[config.mk]
export PLATFORM = sky130hd
export DESIGN_NAME = ttas_lock_engine
export DESIGN_NICKNAME = d
export VERILOG_FILES = /design/src/rtl/ttas_lock_pkg.sv /design/src/rtl/ttas_sat_ctr.sv /design/src/rtl/ttas_lock_seq.sv /design/src/rtl/ttas_lock_engine.sv
export SDC_FILE = /design/constraint.sdc
export NUM_CORES = 1
export LEC_CHECK = 0
export ABC_AREA = 0
export CAP_MARGIN = 25
export CORE_UTILIZATION = 68
export CTS_CLUSTER_DIAMETER = 50
export DETAILED_ROUTE_END_ITERATION = 6
export DONT_BUFFER_PORTS = 1
export PLACE_DENSITY = 0.84
export SYNTH_ARGS = -nofsm -noshare
export SYNTH_HDL_FRONTEND = slang
export SYNTH_HIERARCHICAL = 1
export SYNTH_SLANG_ARGS = --single-unit
[constraint.sdc]
create_clock -name clk -period 4 [get_ports clk]
set_input_delay 0.4 -clock clk [delete_from_list [all_inputs] [get_ports clk]]
set_output_delay 0.4 -clock clk [all_outputs]
set_load 0.05 [all_outputs]
[src/rtl/ttas_lock_pkg.sv]
package ttas_lock_pkg;

  typedef enum logic [1:0] {
    MOP_READ  = 2'b00,
    MOP_WRITE = 2'b01,
    MOP_SWAP  = 2'b10
  } mem_op_e;

  typedef enum logic [2:0] {
    ST_IDLE,
    ST_RD_REQ,
    ST_RD_WAIT,
    ST_SW_REQ,
    ST_SW_WAIT,
    ST_HELD,
    ST_RL_REQ,
    ST_RL_WAIT
  } lock_state_e;

  localparam int NUM_CTRS = 3;
  localparam int CTR_READ = 0;
  localparam int CTR_SWAP = 1;
  localparam int CTR_FAIL = 2;

endpackage

[src/rtl/ttas_sat_ctr.sv]
module ttas_sat_ctr #(
  parameter int W = 16
) (
  input  logic         clk,
  input  logic         rst,
  input  logic         inc,
  output logic [W-1:0] count
);
  localparam logic [W-1:0] CMAX = {W{1'b1}};

  always_ff @(posedge clk) begin
    if (rst) begin
      count <= '0;
    end else if (inc && (count != CMAX)) begin
      count <= count + 1'b1;
    end
  end
endmodule

[src/rtl/ttas_lock_seq.sv]
module ttas_lock_seq
  import ttas_lock_pkg::*;
#(
  parameter int ADDR_W = 32,
  parameter int DATA_W = 32
) (
  input  logic              clk,
  input  logic              rst,
  input  logic [ADDR_W-1:0] cfg_addr,
  input  logic              acquire_req,
  input  logic              release_req,
  output logic              acq_done,
  output logic              rel_done,
  output logic              rel_err,
  output logic              req_valid,
  input  logic              req_ready,
  output logic [1:0]        req_op,
  output logic [ADDR_W-1:0] req_addr,
  output logic [DATA_W-1:0] req_wdata,
  input  logic              rsp_valid,
  input  logic [DATA_W-1:0] rsp_rdata,
  output logic              ev_read,
  output logic              ev_swap,
  output logic              ev_fail
);
  localparam logic [DATA_W-1:0] FREE_VAL = '0;
  localparam logic [DATA_W-1:0] TAKEN_VAL = DATA_W'(1);

  lock_state_e       state_q, state_d;
  mem_op_e           op_q;
  logic [ADDR_W-1:0] addr_q;
  logic              rsp_free;

  assign rsp_free = (rsp_rdata == FREE_VAL);

  always_comb begin
    state_d = state_q;
    case (state_q)
      ST_IDLE:    if (acquire_req) state_d = ST_RD_REQ;
      ST_RD_REQ:  if (req_ready) state_d = ST_RD_WAIT;
      ST_RD_WAIT: if (rsp_valid) state_d = rsp_free ? ST_SW_REQ : ST_RD_REQ;
      ST_SW_REQ:  if (req_ready) state_d = ST_SW_WAIT;
      ST_SW_WAIT: if (rsp_valid) state_d = rsp_free ? ST_HELD : ST_RD_REQ;
      ST_HELD:    if (release_req) state_d = ST_RL_REQ;
      ST_RL_REQ:  if (req_ready) state_d = ST_RL_WAIT;
      ST_RL_WAIT: if (rsp_valid) state_d = ST_IDLE;
      default:    state_d = ST_IDLE;
    endcase
  end

  always_ff @(posedge clk) begin
    if (rst) begin
      state_q   <= ST_IDLE;
      req_valid <= 1'b0;
      op_q      <= MOP_READ;
      req_wdata <= FREE_VAL;
      addr_q    <= '0;
      acq_done  <= 1'b0;
      rel_done  <= 1'b0;
      rel_err   <= 1'b0;
    end else begin
      state_q   <= state_d;
      req_valid <= (state_d == ST_RD_REQ) || (state_d == ST_SW_REQ) ||
                   (state_d == ST_RL_REQ);
      case (state_d)
        ST_SW_REQ: begin
          op_q      <= MOP_SWAP;
          req_wdata <= TAKEN_VAL;
        end
        ST_RL_REQ: begin
          op_q      <= MOP_WRITE;
          req_wdata <= FREE_VAL;
        end
        default: begin
          op_q      <= MOP_READ;
          req_wdata <= FREE_VAL;
        end
      endcase
      if ((state_q == ST_IDLE) && acquire_req) addr_q <= cfg_addr;
      acq_done <= (state_q == ST_SW_WAIT) && rsp_valid && rsp_free;
      rel_done <= (state_q == ST_RL_WAIT) && rsp_valid;
      rel_err  <= release_req && (state_q != ST_HELD);
    end
  end

  assign req_op   = op_q;
  assign req_addr = addr_q;

  assign ev_read = (state_q == ST_RD_REQ) && req_ready;
  assign ev_swap = (state_q == ST_SW_REQ) && req_ready;
  assign ev_fail = (state_q == ST_SW_WAIT) && rsp_valid && !rsp_free;
endmodule

[src/rtl/ttas_lock_engine.sv]
module ttas_lock_engine
  import ttas_lock_pkg::*;
#(
  parameter int ADDR_W = 32,
  parameter int DATA_W = 32,
  parameter int CNT_W  = 16
) (
  input  logic              clk,
  input  logic              rst,
  input  logic [ADDR_W-1:0] lock_addr,
  input  logic              acquire_req,
  input  logic              release_req,
  output logic              acq_done,
  output logic              rel_done,
  output logic              rel_err,
  output logic              mem_req_valid,
  input  logic              mem_req_ready,
  output logic [1:0]        mem_req_op,
  output logic [ADDR_W-1:0] mem_req_addr,
  output logic [DATA_W-1:0] mem_req_wdata,
  input  logic              mem_rsp_valid,
  input  logic [DATA_W-1:0] mem_rsp_rdata,
  output logic [CNT_W-1:0]  rd_count,
  output logic [CNT_W-1:0]  swap_count,
  output logic [CNT_W-1:0]  fail_count
);
  logic [NUM_CTRS-1:0] ctr_inc;
  logic [CNT_W-1:0]    ctr_val [NUM_CTRS];

  ttas_lock_seq #(
    .ADDR_W(ADDR_W),
    .DATA_W(DATA_W)
  ) u_seq (
    .clk        (clk),
    .rst        (rst),
    .cfg_addr   (lock_addr),
    .acquire_req(acquire_req),
    .release_req(release_req),
    .acq_done   (acq_done),
    .rel_done   (rel_done),
    .rel_err    (rel_err),
    .req_valid  (mem_req_valid),
    .req_ready  (mem_req_ready),
    .req_op     (mem_req_op),
    .req_addr   (mem_req_addr),
    .req_wdata  (mem_req_wdata),
    .rsp_valid  (mem_rsp_valid),
    .rsp_rdata  (mem_rsp_rdata),
    .ev_read    (ctr_inc[CTR_READ]),
    .ev_swap    (ctr_inc[CTR_SWAP]),
    .ev_fail    (ctr_inc[CTR_FAIL])
  );

  for (genvar i = 0; i < NUM_CTRS; i++) begin : g_ctr
    ttas_sat_ctr #(.W(CNT_W)) u_ctr (
      .clk  (clk),
      .rst  (rst),
      .inc  (ctr_inc[i]),
      .count(ctr_val[i])
    );
  end

  assign rd_count   = ctr_val[CTR_READ];
  assign swap_count = ctr_val[CTR_SWAP];
  assign fail_count = ctr_val[CTR_FAIL];
endmodule

==> flow_summary_export.csv, run 1 <==
group,metric,value,unit
synthesis,synth_area_per_cell,8.268,um2
synthesis,ys_seq_area_share,40.43,%
synthesis,ys_types,49,
setup_path,slowest_delay,0.51,ns
global_route,antenna_found_initial,0,
setup_path,critPathKind,"reg -> reg",
synthesis,synth_edf_count,0,
timing,slew_headroom,29.67,%
clocking,clk_pin_slew,0.09,ns
floorplanning,die_y,82.50,um
detailed_routing,drc,0,
power_and_ir_drop,vdd_drop_max,279.1,uV
timing,fmax,381.9,MHz
status,status,"complete, no violations",
power_and_ir_drop,p_leak,1.527,nW
finish,area_growth,1.618,%
floorplanning,num_rows,28,
clocking,clk_latency,0.35,ns
setup_path,cp_max_fo,11,
timing,grt_setup_unrepaired,"no",
global_route,grt_overflow,0,
timing,hold_viol_final,0,
clocking,cts-root-buf,"clkbuf_8",
global_route,grt_pass1_wl,14.99,mm
hold_path,worstHoldPathType,"in -> reg",
clocking,cts_hold_buf,0,
detailed_routing,totalWireLength,9.919,mm
detailed_routing,postRouteAntennaNets,0,
global_route,grt_max_degree,91,
setup_path,critPathSlowestCell,"dfxtp_1",
floorplanning,initial_utilization,72.29,%
timing,fin_tns_setup,0,ns
floorplanning,core-area,6096,um2
clocking,cts_resized,0,
timing,finalClockSkew,0.01548,ns
detailed_routing,avgViaCountPerCell,6.382,
synthesis,synth_ff_type,"dfxtp_1",
synthesis,synth_common_cells,"dfxtp_1, nand2_1, a21oi_1",
synthesis,synth.largest_area_cell,"dfxtp_1",
timing,tightest_slew,1.055,ns
global_route,grt_use_total,28.88,%
synthesis,syn_area,4407,um2
timing,period_needed,2.618,ns
finish,drive_above_1_share,5.939,%
place,routabilityCongestion,0.8925,
setup_path,cp-end-kind,"flip-flop",
floorplanning,num_io_pins,188,
clocking,htree_levels,3,
floorplanning,chipWidth,82.50,um
finish,diodes,0,
clocking,clockBufferDepth,2,
synthesis,async_flop_share,0,%
clocking,cts_sinks,89,
setup_path,path_cells,"inv_1 -> or3_1 -> nor2_1 -> nand2_1 -> nor4bb_1 -> mux2_2",
setup_path,required,4.24,ns
synthesis,synthTopCellsByArea,"dfxtp_1, a21oi_1, nand2_1, buf_4, or4_1",
finish,n_fill_cell,498,
timing,fin_crit_sh,65.46,%
finish,final_util,73.46,%
power_and_ir_drop,power_density,406.1,nW/um2
detailed_routing,first_pass_iters,5,
detailed_routing,via_count,3810,
timing,report.final.slew_viol_count,0,
setup_path,cp_data_arrival_time,2.86,ns
place,dp_hpwl,6.936,mm
place,io_buffers,0,
flow_run,drv_cap,0,
clocking,cts_tree,"built",
clocking,numCtsBuffers,9,
finish,nets,590,
synthesis,ys_seq_elements,89,
synthesis,synth_top_area_share,40.43,%
detailed_routing,wire_per_inst,16.61,um
detailed_routing,drtIter0Drc,230,
synthesis,yosys_warnings,6,
setup_path,setup.worst_path.start_class,"flip-flop",
synthesis,synth.most_common_cell,"dfxtp_1",
floorplanning,dieArea,6806,um2
timing,setup_viol,0,
global_route,first_global_vias,3231,
clocking,cts_post_setup_buffers_inserted,0,
synthesis,synth_cells,533,
## layout make-up
cell class                      instances  area (um2)  area share (%)
Multi-Input combinational cell        404        2330           52.03
Sequential cell                        89        1782           39.79
Clock buffer                           12       135.1           3.018
Tap cell                               75       93.84           2.096
Clock inverter                          4       77.57           1.732
Inverter                               12       45.04           1.006
Timing Repair Buffer                    1       15.01          0.3353
## through the flow
step / worst slack, ns / area, um2 / power, mW / hold WS (ns) / instances
2_1_floorplan: 1.911 / 4519 / 1.199 / 0.5360 / 563
3_3_place_gp: 1.621 / 4250 / 1.171 / 0.4760 / 580
3_5_place_dp: 1.447 / 4265 / 1.178 / 0.4783 / 581
4_1_cts: 1.423 / 4478 / 1.831 / 0.09616 / 597
5_1_grt: 1.189 / 4478 / 1.893 / 0.09411 / 597
6_report: 1.382 / 4478 / 1.818 / 0.1120 / 597
## power breakdown
part	internal [mW]	switching, mW	total [mW]
Clock	0.355	0.306	0.662
Combinational	0.0286	0.108	0.136
Sequential	0.912	0.109	1.02
## cell families after synthesis
group	share of synthesized area [%]
other	0.08510
adders and majority gates	0.8519
AOI/OAI and AO/OA	14.93
and+or+nand+nor	31.57
muxes	1.675
DFF	40.43
xor gates and xnor gates	1.192
buffers and inverters	9.256
## worst max-delay path: cells and delay by family, from the launching register on
| kind | cells | cell delay (ns) |
|---|---|---|
| simple gates | 4 | 1.48 |
| flops | 1 | 0.51 |
| buf+inv | 1 | 0.16 |
| mux | 1 | 0.38 |
## layer usage
layer | vias to the layer above | GRT usage, % | share of wire [%]
li1 | 1849 | - | -
met1 | 1746 | 34.52 | 39
met2 | 187 | 45.70 | 48
met3 | 28 | 11.43 | 11
met4 | 0 | 12.93 | 2.2
met5 | - | 0 | 0
## cell usage in the layout, fill, tap and decap left out, drive strengths merged, types with 16 or more instances in the layout
| cell | Yosys | final |
|---|---|---|
| a21oi | 63 | 63 |
| nor4 | 18 | 18 |
| or4 | 21 | 21 |
| o21ai | 16 | 16 |
| dfxtp | 89 | 89 |
| nor2 | 27 | 27 |
| nand2 | 87 | 87 |
| nand3 | 22 | 22 |
| o31ai | 19 | 19 |
| conb | 1 | 31 |
## final timing paths
kind / slack [ns] / to / cells after the start / startpoint
max: 1.38 / g_ctr[2].u_ctr/count[11] / 6 / u_seq/state_q[2]
min: 0.11 / g_ctr[2].u_ctr/count[10] / 1 / rst
max reg2reg: 1.38 / g_ctr[2].u_ctr/count[11] / 6 / u_seq/state_q[2]
min reg2reg: 0.69 / u_seq/rel_done / 2 / u_seq/state_q[1]
## flip-flops by register name, summed over array words and instances, names as in the netlist
register           flops
u_seq/acq_done         1
u_seq/req_addr        32
u_seq/rel_done         1
g_ctr.u_ctr/count     48
u_seq/req_valid        1
u_seq/state_q          3
u_seq/req_op           2
u_seq/rel_err          1
Power figures use the tool's default switching activity.
==> inputs of run 2 (changes only) <==
--- a/config.mk
+++ b/config.mk
@@ -5,13 +5,13 @@
 export SDC_FILE = /design/constraint.sdc
 export NUM_CORES = 1
 export LEC_CHECK = 0
-export ABC_AREA = 0
+export ABC_AREA = 1
 export CAP_MARGIN = 25
-export CORE_UTILIZATION = 68
+export CORE_UTILIZATION = 57
 export CTS_CLUSTER_DIAMETER = 50
 export DETAILED_ROUTE_END_ITERATION = 6
 export DONT_BUFFER_PORTS = 1
-export PLACE_DENSITY = 0.84
+export PLACE_DENSITY = 0.75
 export SYNTH_ARGS = -nofsm -noshare
 export SYNTH_HDL_FRONTEND = slang
 export SYNTH_HIERARCHICAL = 1
==> constraint.sdc (replaced) <==
create_clock -name clk -period 2.2 [get_ports clk]
set_input_delay 0.22 -clock clk [delete_from_list [all_inputs] [get_ports clk]]
set_output_delay 0.22 -clock clk [all_outputs]
set_load 0.05 [all_outputs]
==> run 2 against run 1 <==
Utilization is 4.7 points lower. Clock skew is 0.0027 ns lower. Non-clock buffer count grew 72. Sequential share of layout area fell by 6.7 points. Synthesized area is 6.5% higher. Hold slack worse by 0.10 ns. Cell area rose by 20%. Global-route usage down 1.7 points. Critical path type unchanged. Highest routed layer unchanged.
==> flow_summary_export.csv, run 2 <==
group,metric,value,unit
status,status,"complete, no violations",
finish,diodes,0,
global_route,grt_max_degree,36,
synthesis,synth_area_per_cell,6.590,um2
power_and_ir_drop,power_density,648.3,nW/um2
setup_path,r2r_setup_slack,0.21,ns
clocking,clk_latency,0.35,ns
global_route,grt_overflow,0,
detailed_routing,totalWireLength,11.56,mm
power_and_ir_drop,p_leak,2.295,nW
synthesis,synthXorXnorAreaFrac,0,%
floorplanning,dieArea,8599,um2
global_route,grt_use_total,27.15,%
timing,fmax,502.4,MHz
place,routabilityCongestion,0.9629,
hold_path,hold_path_depth,2,
power_and_ir_drop,vdd_drop_max,469.8,uV
place,dpl-instance-area,4995,um2
floorplanning,num_rows,32,
flow_run,drv_cap,0,
synthesis,async_flop_share,0,%
setup_path,required,2.50,ns
setup_path,r2r_cells,6,
setup_path,setup.worst_path.start_class,"flip-flop",
setup_path,cp_data_arrival_time,2.29,ns
timing,period_needed,1.991,ns
clocking,clockBufferDepth,2,
timing,hold_viol_final,0,
detailed_routing,drtIter0Drc,141,
global_route,antenna_found_initial,0,
synthesis,synth_common_cells,"nand2_1, nor2_1, dfxtp_1",
finish,drive_above_1_share,16.11,%
timing,tightest_slew,0.5728,ns
synthesis,syn_area,4692,um2
synthesis,synth.most_common_cell,"nand2_1",
detailed_routing,drc,0,
synthesis,synth_cells,712,
place,dp_hpwl,8.411,mm
timing,report.final.slew_viol_count,0,
hold_path,worstHoldPathType,"in -> reg",
setup_path,r2r_start,"u_seq/state_q[1]",
synthesis,synth.area.mux_share,0,%
clocking,numCtsBuffers,9,
hold_path,hold_start,"lock_addr[28]",
clocking,htree_levels,3,
finish,largest_reg_flops,48,
synthesis,synth_ff_type,"dfxtp_1",
synthesis,synth.largest_area_cell,"dfxtp_1",
floorplanning,die_y,92.73,um
finish,final_util,68.72,%
synthesis,yosys_warnings,6,
synthesis,synth_simple_gate_area_share,43.79,%
place,io_buffers,0,
clocking,cts-root-buf,"clkbuf_8",
floorplanning,core-area,7848,um2
setup_path,timing.rr.end,"u_seq/req_addr[8]",
floorplanning,num_io_pins,188,
timing,grt_setup_unrepaired,"no",
timing,setup_viol,0,
synthesis,synth_top_area_share,37.97,%
detailed_routing,first_pass_iters,4,
timing,fin_tns_setup,0,ns
floorplanning,initial_utilization,59.79,%
hold_path,worstHoldEndpoint,"u_seq/req_addr[28]",
floorplanning,chipWidth,92.73,um
clocking,clk_pin_slew,0.10,ns
detailed_routing,wire_per_inst,13.07,um
detailed_routing,postRouteAntennaNets,0,
synthesis,ys_types,28,
global_route,first_global_vias,4270,
setup_path,cp-end-kind,"flip-flop",
clocking,cts_tree,"built",
synthesis,synth_edf_count,0,
synthesis,ys_seq_area_share,37.97,%
setup_path,critPathKind,"reg -> reg",
synthesis,synth_compound_area_share,6.853,%
synthesis,synth_top_family_by_area,"simple AND/OR/NAND/NOR gates",
synthesis,synthTopCellsByArea,"dfxtp_1, nand2_1, nor2_1, a21oi_1, buf_4",
setup_path,cp_max_fo,32,
detailed_routing,via_count,4570,
synthesis,yosys.area_share.adder,0.8000,%
clocking,cts_sinks,89,
finish,n_fill_cell,677,
finish,nets,850,
global_route,grt_pass1_wl,18.93,mm
synthesis,ys_seq_elements,89,
finish,final_area,5393,um2
detailed_routing,avgViaCountPerCell,5.170,
clocking,cts_post_setup_buffers_inserted,0,
timing,fin_crit_sh,90.48,%
timing,slew_headroom,61.76,%
finish,final_cell_mix,"nand2_1, nor2_1, dfxtp_1, a21oi_1, buf_4",
timing,finalClockSkew,0.01283,ns
finish,area_growth,14.93,%
finish,max_flop_register,"g_ctr.u_ctr/count",
finish,final_common_cell,"nand2_1",
-- run 2: changes by cell type in the layout (fill, tap and decap cells not counted), sizes merged, moves of 21 or more --
cell | previous run | this run
nand3 | 22 | 46
nor2 | 27 | 173
nand2 | 87 | 228
buf | 1 | 54
or4 | 21 | 0
inv | 12 | 45
-- run 2: final cells by class --
| type | count | area, um2 | share of cell area, % |
|---|---|---|---|
| clock buffers | 9 | 123.9 | 2.297 |
| clock inverters | 7 | 62.56 | 1.160 |
| inverters | 42 | 157.7 | 2.923 |
| multi-input cells | 562 | 2530 | 46.91 |
| flip-flops and latches | 89 | 1783 | 33.06 |
| well taps | 102 | 127.6 | 2.367 |
| repair buffers | 73 | 608.1 | 11.28 |
-- run 2: logic make-up (layout without fill, tap and decap cells) --
logic type	after synthesis	after routing
flops	89	89
simple gates	467	467
compound gates	61	61
other cells	1	31
fa+ha+maj	3	3
buf+inv	91	131
-- run 2: per-layer routing --
layer	share of wire (%)	wire length [um]	track usage, %	up-vias
met5	0	0	0	-
met4	1.4	159	10.64	0
met3	7.2	833	6.650	15
met2	50	5777	47.96	149
met1	41	4784	31.40	2086
li1	-	-	-	2320
-- run 2: worst max-delay path: stages (launching register included) --
cell and delay [ns]:
dfxtp_1 0.40, nor2_2 0.22, nand3_2 0.10, inv_2 0.43
nand2_1 0.10, a21oi_1 0.14, dlygate4sd3_1 0.56
-- run 2: stage by stage --
step	cells	hold WS, ns	setup WS [ns]	power (mW)
final	884	0.01112	0.2094	3.496
after global placement	848	0.2966	0.4098	2.407
after floorplan	742	0.3458	0.4792	2.407
after global routing	884	0.005912	0.02100	3.642
after detailed placement	848	0.3002	0.3011	2.428
after CTS	883	0.0001433	0.2319	3.531
-- run 2: power by group --
part | total [mW] | internal (mW) | switching (mW) | leakage [nW]
registers | 1.95 | 1.68 | 0.265 | 0.723
clock network | 1.06 | 0.433 | 0.624 | 0.0923
logic | 0.492 | 0.129 | 0.364 | 1.48
-- run 2: worst max-delay path by stage --
stage	slack, ns	from	endpoint
floorplan	0.48	g_ctr[0].u_ctr/count[0]	g_ctr[0].u_ctr/count[0]
global placement	0.41	u_seq/state_q[2]	g_ctr[2].u_ctr/count[13]
detailed placement	0.30	u_seq/state_q[2]	g_ctr[2].u_ctr/count[13]
CTS	0.23	u_seq/state_q[1]	u_seq/req_addr[8]
global route	0.02	u_seq/state_q[1]	u_seq/req_addr[8]
finish	0.21	u_seq/state_q[1]	u_seq/req_addr[8]
-- run 2: repair_timing --
item                       4_1_cts  5_1_grt
hold endpoints to repair        36        1
gates resized for setup          0        1
hold buffers                    19        1
setup endpoints to repair        0        1
==> inputs of run 3 (changes only) <==
--- a/config.mk
+++ b/config.mk
@@ -7,11 +7,11 @@
 export LEC_CHECK = 0
 export ABC_AREA = 1
 export CAP_MARGIN = 25
-export CORE_UTILIZATION = 57
+export CORE_UTILIZATION = 50
 export CTS_CLUSTER_DIAMETER = 50
 export DETAILED_ROUTE_END_ITERATION = 6
 export DONT_BUFFER_PORTS = 1
-export PLACE_DENSITY = 0.75
+export PLACE_DENSITY = 0.68
 export SYNTH_ARGS = -nofsm -noshare
 export SYNTH_HDL_FRONTEND = slang
 export SYNTH_HIERARCHICAL = 1
==> run 3 against run 2 <==
Via count fell by 0.48%. Critical path depth up 3. Utilization fell by 7.0 points. Non-clock buffer count rose by 7. Sequential cell count stayed put. Register-to-register slack better by 0.13 ns. Die area is 14% higher. Final cell count is 1.5% higher. First-iteration DRC count rose by 37%. Wire length is 0.75% higher. Sequential share of layout area shrank 0.62 points. Cell area up 1.8%. Largest power group unchanged. Highest routed layer unchanged.
==> flow_summary_export.csv, run 3 (synthesis gave the netlist of run 2 again) <==
group,metric,value,unit
detailed_routing,first_pass_iters,5,
clocking,clk_pin_slew,0.10,ns
finish,final_common_cell,"nand2_1",
floorplanning,dieArea,9775,um2
clocking,cts_tree,"built",
finish,area_growth,17.04,%
timing,setup_slack,0.3390,ns
clocking,cts_sinks,89,
timing,hold_viol_final,0,
power_and_ir_drop,p_leak,2.336,nW
setup_path,path_buf_inv,2,
global_route,first_global_vias,4249,
floorplanning,initial_utilization,52.77,%
setup_path,r2r_start,"u_seq/state_q[2]",
power_and_ir_drop,internal_power,2.370,mW
timing,setup_viol,0,
clocking,clk_latency,0.36,ns
clocking,cts_post_setup_buffers_inserted,0,
floorplanning,core-area,8891,um2
detailed_routing,wire_per_inst,12.98,um
hold_path,hold_path_depth,2,
power_and_ir_drop,p_clk_share,32.9,%
power_and_ir_drop,vdd_drop_max,416.6,uV
flow_run,drv_cap,0,
floorplanning,die_y,98.87,um
clocking,clockBufferDepth,2,
setup_path,critPathSlowestCell,"dfxtp_1",
setup_path,critPathLaunch,"u_seq/state_q[2]",
global_route,grt_pass1_wl,19.45,mm
finish,drive_above_1_share,15.84,%
timing,fin_tns_setup,0,ns
detailed_routing,avgViaCountPerCell,5.070,
setup_path,cp-end-kind,"flip-flop",
floorplanning,num_io_pins,188,
clocking,cts_resized,0,
setup_path,cp_max_fo,8,
setup_path,critPathKind,"reg -> reg",
setup_path,r2r_setup_slack,0.34,ns
place,routabilityCongestion,1.007,
place,dp_hpwl,8.203,mm
floorplanning,chipWidth,98.87,um
detailed_routing,drtIter0Drc,193,
timing,slew_headroom,62.70,%
setup_path,required,2.47,ns
power_and_ir_drop,switching_share,34.97,%
setup_path,timing.rr.end,"g_ctr[2].u_ctr/count[13]",
setup_path,cp_data_arrival_time,2.13,ns
global_route,grt_overflow,0,
place,place_ws,0.3589,ns
place,io_buffers,0,
hold_path,worstHoldEndpoint,"u_seq/req_addr[20]",
timing,period_needed,1.861,ns
finish,final_cell_mix,"nand2_1, nor2_1, dfxtp_1, a21oi_1, buf_4",
timing,fin_crit_sh,84.59,%
clocking,cts_hold_buf,27,
detailed_routing,totalWireLength,11.64,mm
setup_path,setup.worst_path.start_class,"flip-flop",
setup_path,path_cells,"inv_2 -> nor4_1 -> buf_4 -> nand3_1 -> or2_0 -> nor2_1 -> nand3_1 -> nand2_1 -> nor2_1",
hold_path,worstHoldPathType,"in -> reg",
power_and_ir_drop,p_switching,1.275,mW
power_and_ir_drop,power_density,663.8,nW/um2
timing,fmax,537.4,MHz
timing,finalClockSkew,0.01247,ns
setup_path,r2r_cells,9,
finish,nets,857,
clocking,numCtsBuffers,9,
status,status,"complete, no violations",
timing,report.final.slew_viol_count,0,
finish,max_flop_register,"g_ctr.u_ctr/count",
timing,grt_setup_unrepaired,"no",
global_route,grt_max_degree,36,
finish,largest_reg_flops,48,
finish,n_fill_cell,807,
timing,tightest_slew,0.5587,ns
finish,diodes,0,
global_route,grt_use_total,24.42,%
clocking,htree_levels,3,
power_and_ir_drop,p_comb_share,13.7,%
detailed_routing,via_count,4548,
global_route,antenna_found_initial,0,
finish,final_util,61.76,%
setup_path,cp_top_family,"simple AND/OR/NAND/NOR gates",
setup_path,slowest_delay,0.49,ns
hold_path,hold_start,"lock_addr[20]",
power_and_ir_drop,seqPwrFrac,53.4,%
detailed_routing,postRouteAntennaNets,0,
detailed_routing,drc,0,
floorplanning,num_rows,34,
clocking,cts-root-buf,"clkbuf_8",
==> run 3: changes by cell type in the layout (fill, tap and decap cells not counted) <==
cell,change
dlygate4sd3_1,+7
clkinv_4,-2
inv_6,+2
bufinv_16,+1
clkinvlp_4,-1
dfxtp_1,+1
dfxtp_2,-1
==> run 3: power by group through the flow <==
stage / Combinational, mW / Clock [mW] / Sequential [mW]
finish: 0.498 / 1.20 / 1.95
global route: 0.545 / 1.30 / 1.96
CTS: 0.491 / 1.25 / 1.95
detailed placement: 0.440 / 0 / 1.98
global placement: 0.427 / 0 / 1.98
floorplan: 0.418 / 0 / 1.99
==> run 3: how the worst max path moves through the flow <==
| stage | slack, ns | end | cells after the start |
|---|---|---|---|
| 3_5_place_dp | 0.36 | g_ctr[2].u_ctr/count[13] | 9 |
| 5_1_grt | 0.16 | g_ctr[2].u_ctr/count[15] | 10 |
| 2_1_floorplan | 0.48 | g_ctr[0].u_ctr/count[0] | 8 |
| 3_3_place_gp | 0.43 | g_ctr[2].u_ctr/count[13] | 9 |
| 6_report | 0.34 | g_ctr[2].u_ctr/count[13] | 9 |
| 4_1_cts | 0.35 | g_ctr[2].u_ctr/count[13] | 9 |
==> run 3: cell type report <==
class | count | area [um2] | share of cell area [%]
repair buffers | 80 | 678.2 | 12.35
well taps | 108 | 135.1 | 2.461
inverters | 42 | 157.7 | 2.871
flip-flops and latches | 89 | 1782 | 32.44
multi-input cells | 562 | 2530 | 46.07
clock inverters | 7 | 85.08 | 1.549
clock buffers | 9 | 123.9 | 2.256
==> run 3: through the flow <==
step	instance area [um2]	hold slack (ns)	total power, mW	cells
final	5492	0.01785	3.645	897
after global routing	5492	0.005671	3.807	897
after CTS	5492	0.002739	3.683	897
after global placement	5002	0.2985	2.409	854
after detailed placement	5002	0.3015	2.425	854
after floorplan	4805	0.3458	2.407	742
==> run 3: routing by layer <==
metal | vias up | part of all wire (%) | global-route usage, %
met5 | - | 0 | 0
met4 | 0 | 0.94 | 7.233
met3 | 9 | 7.6 | 5.957
met2 | 163 | 49 | 42.28
met1 | 2054 | 43 | 29.97
li1 | 2322 | - | -
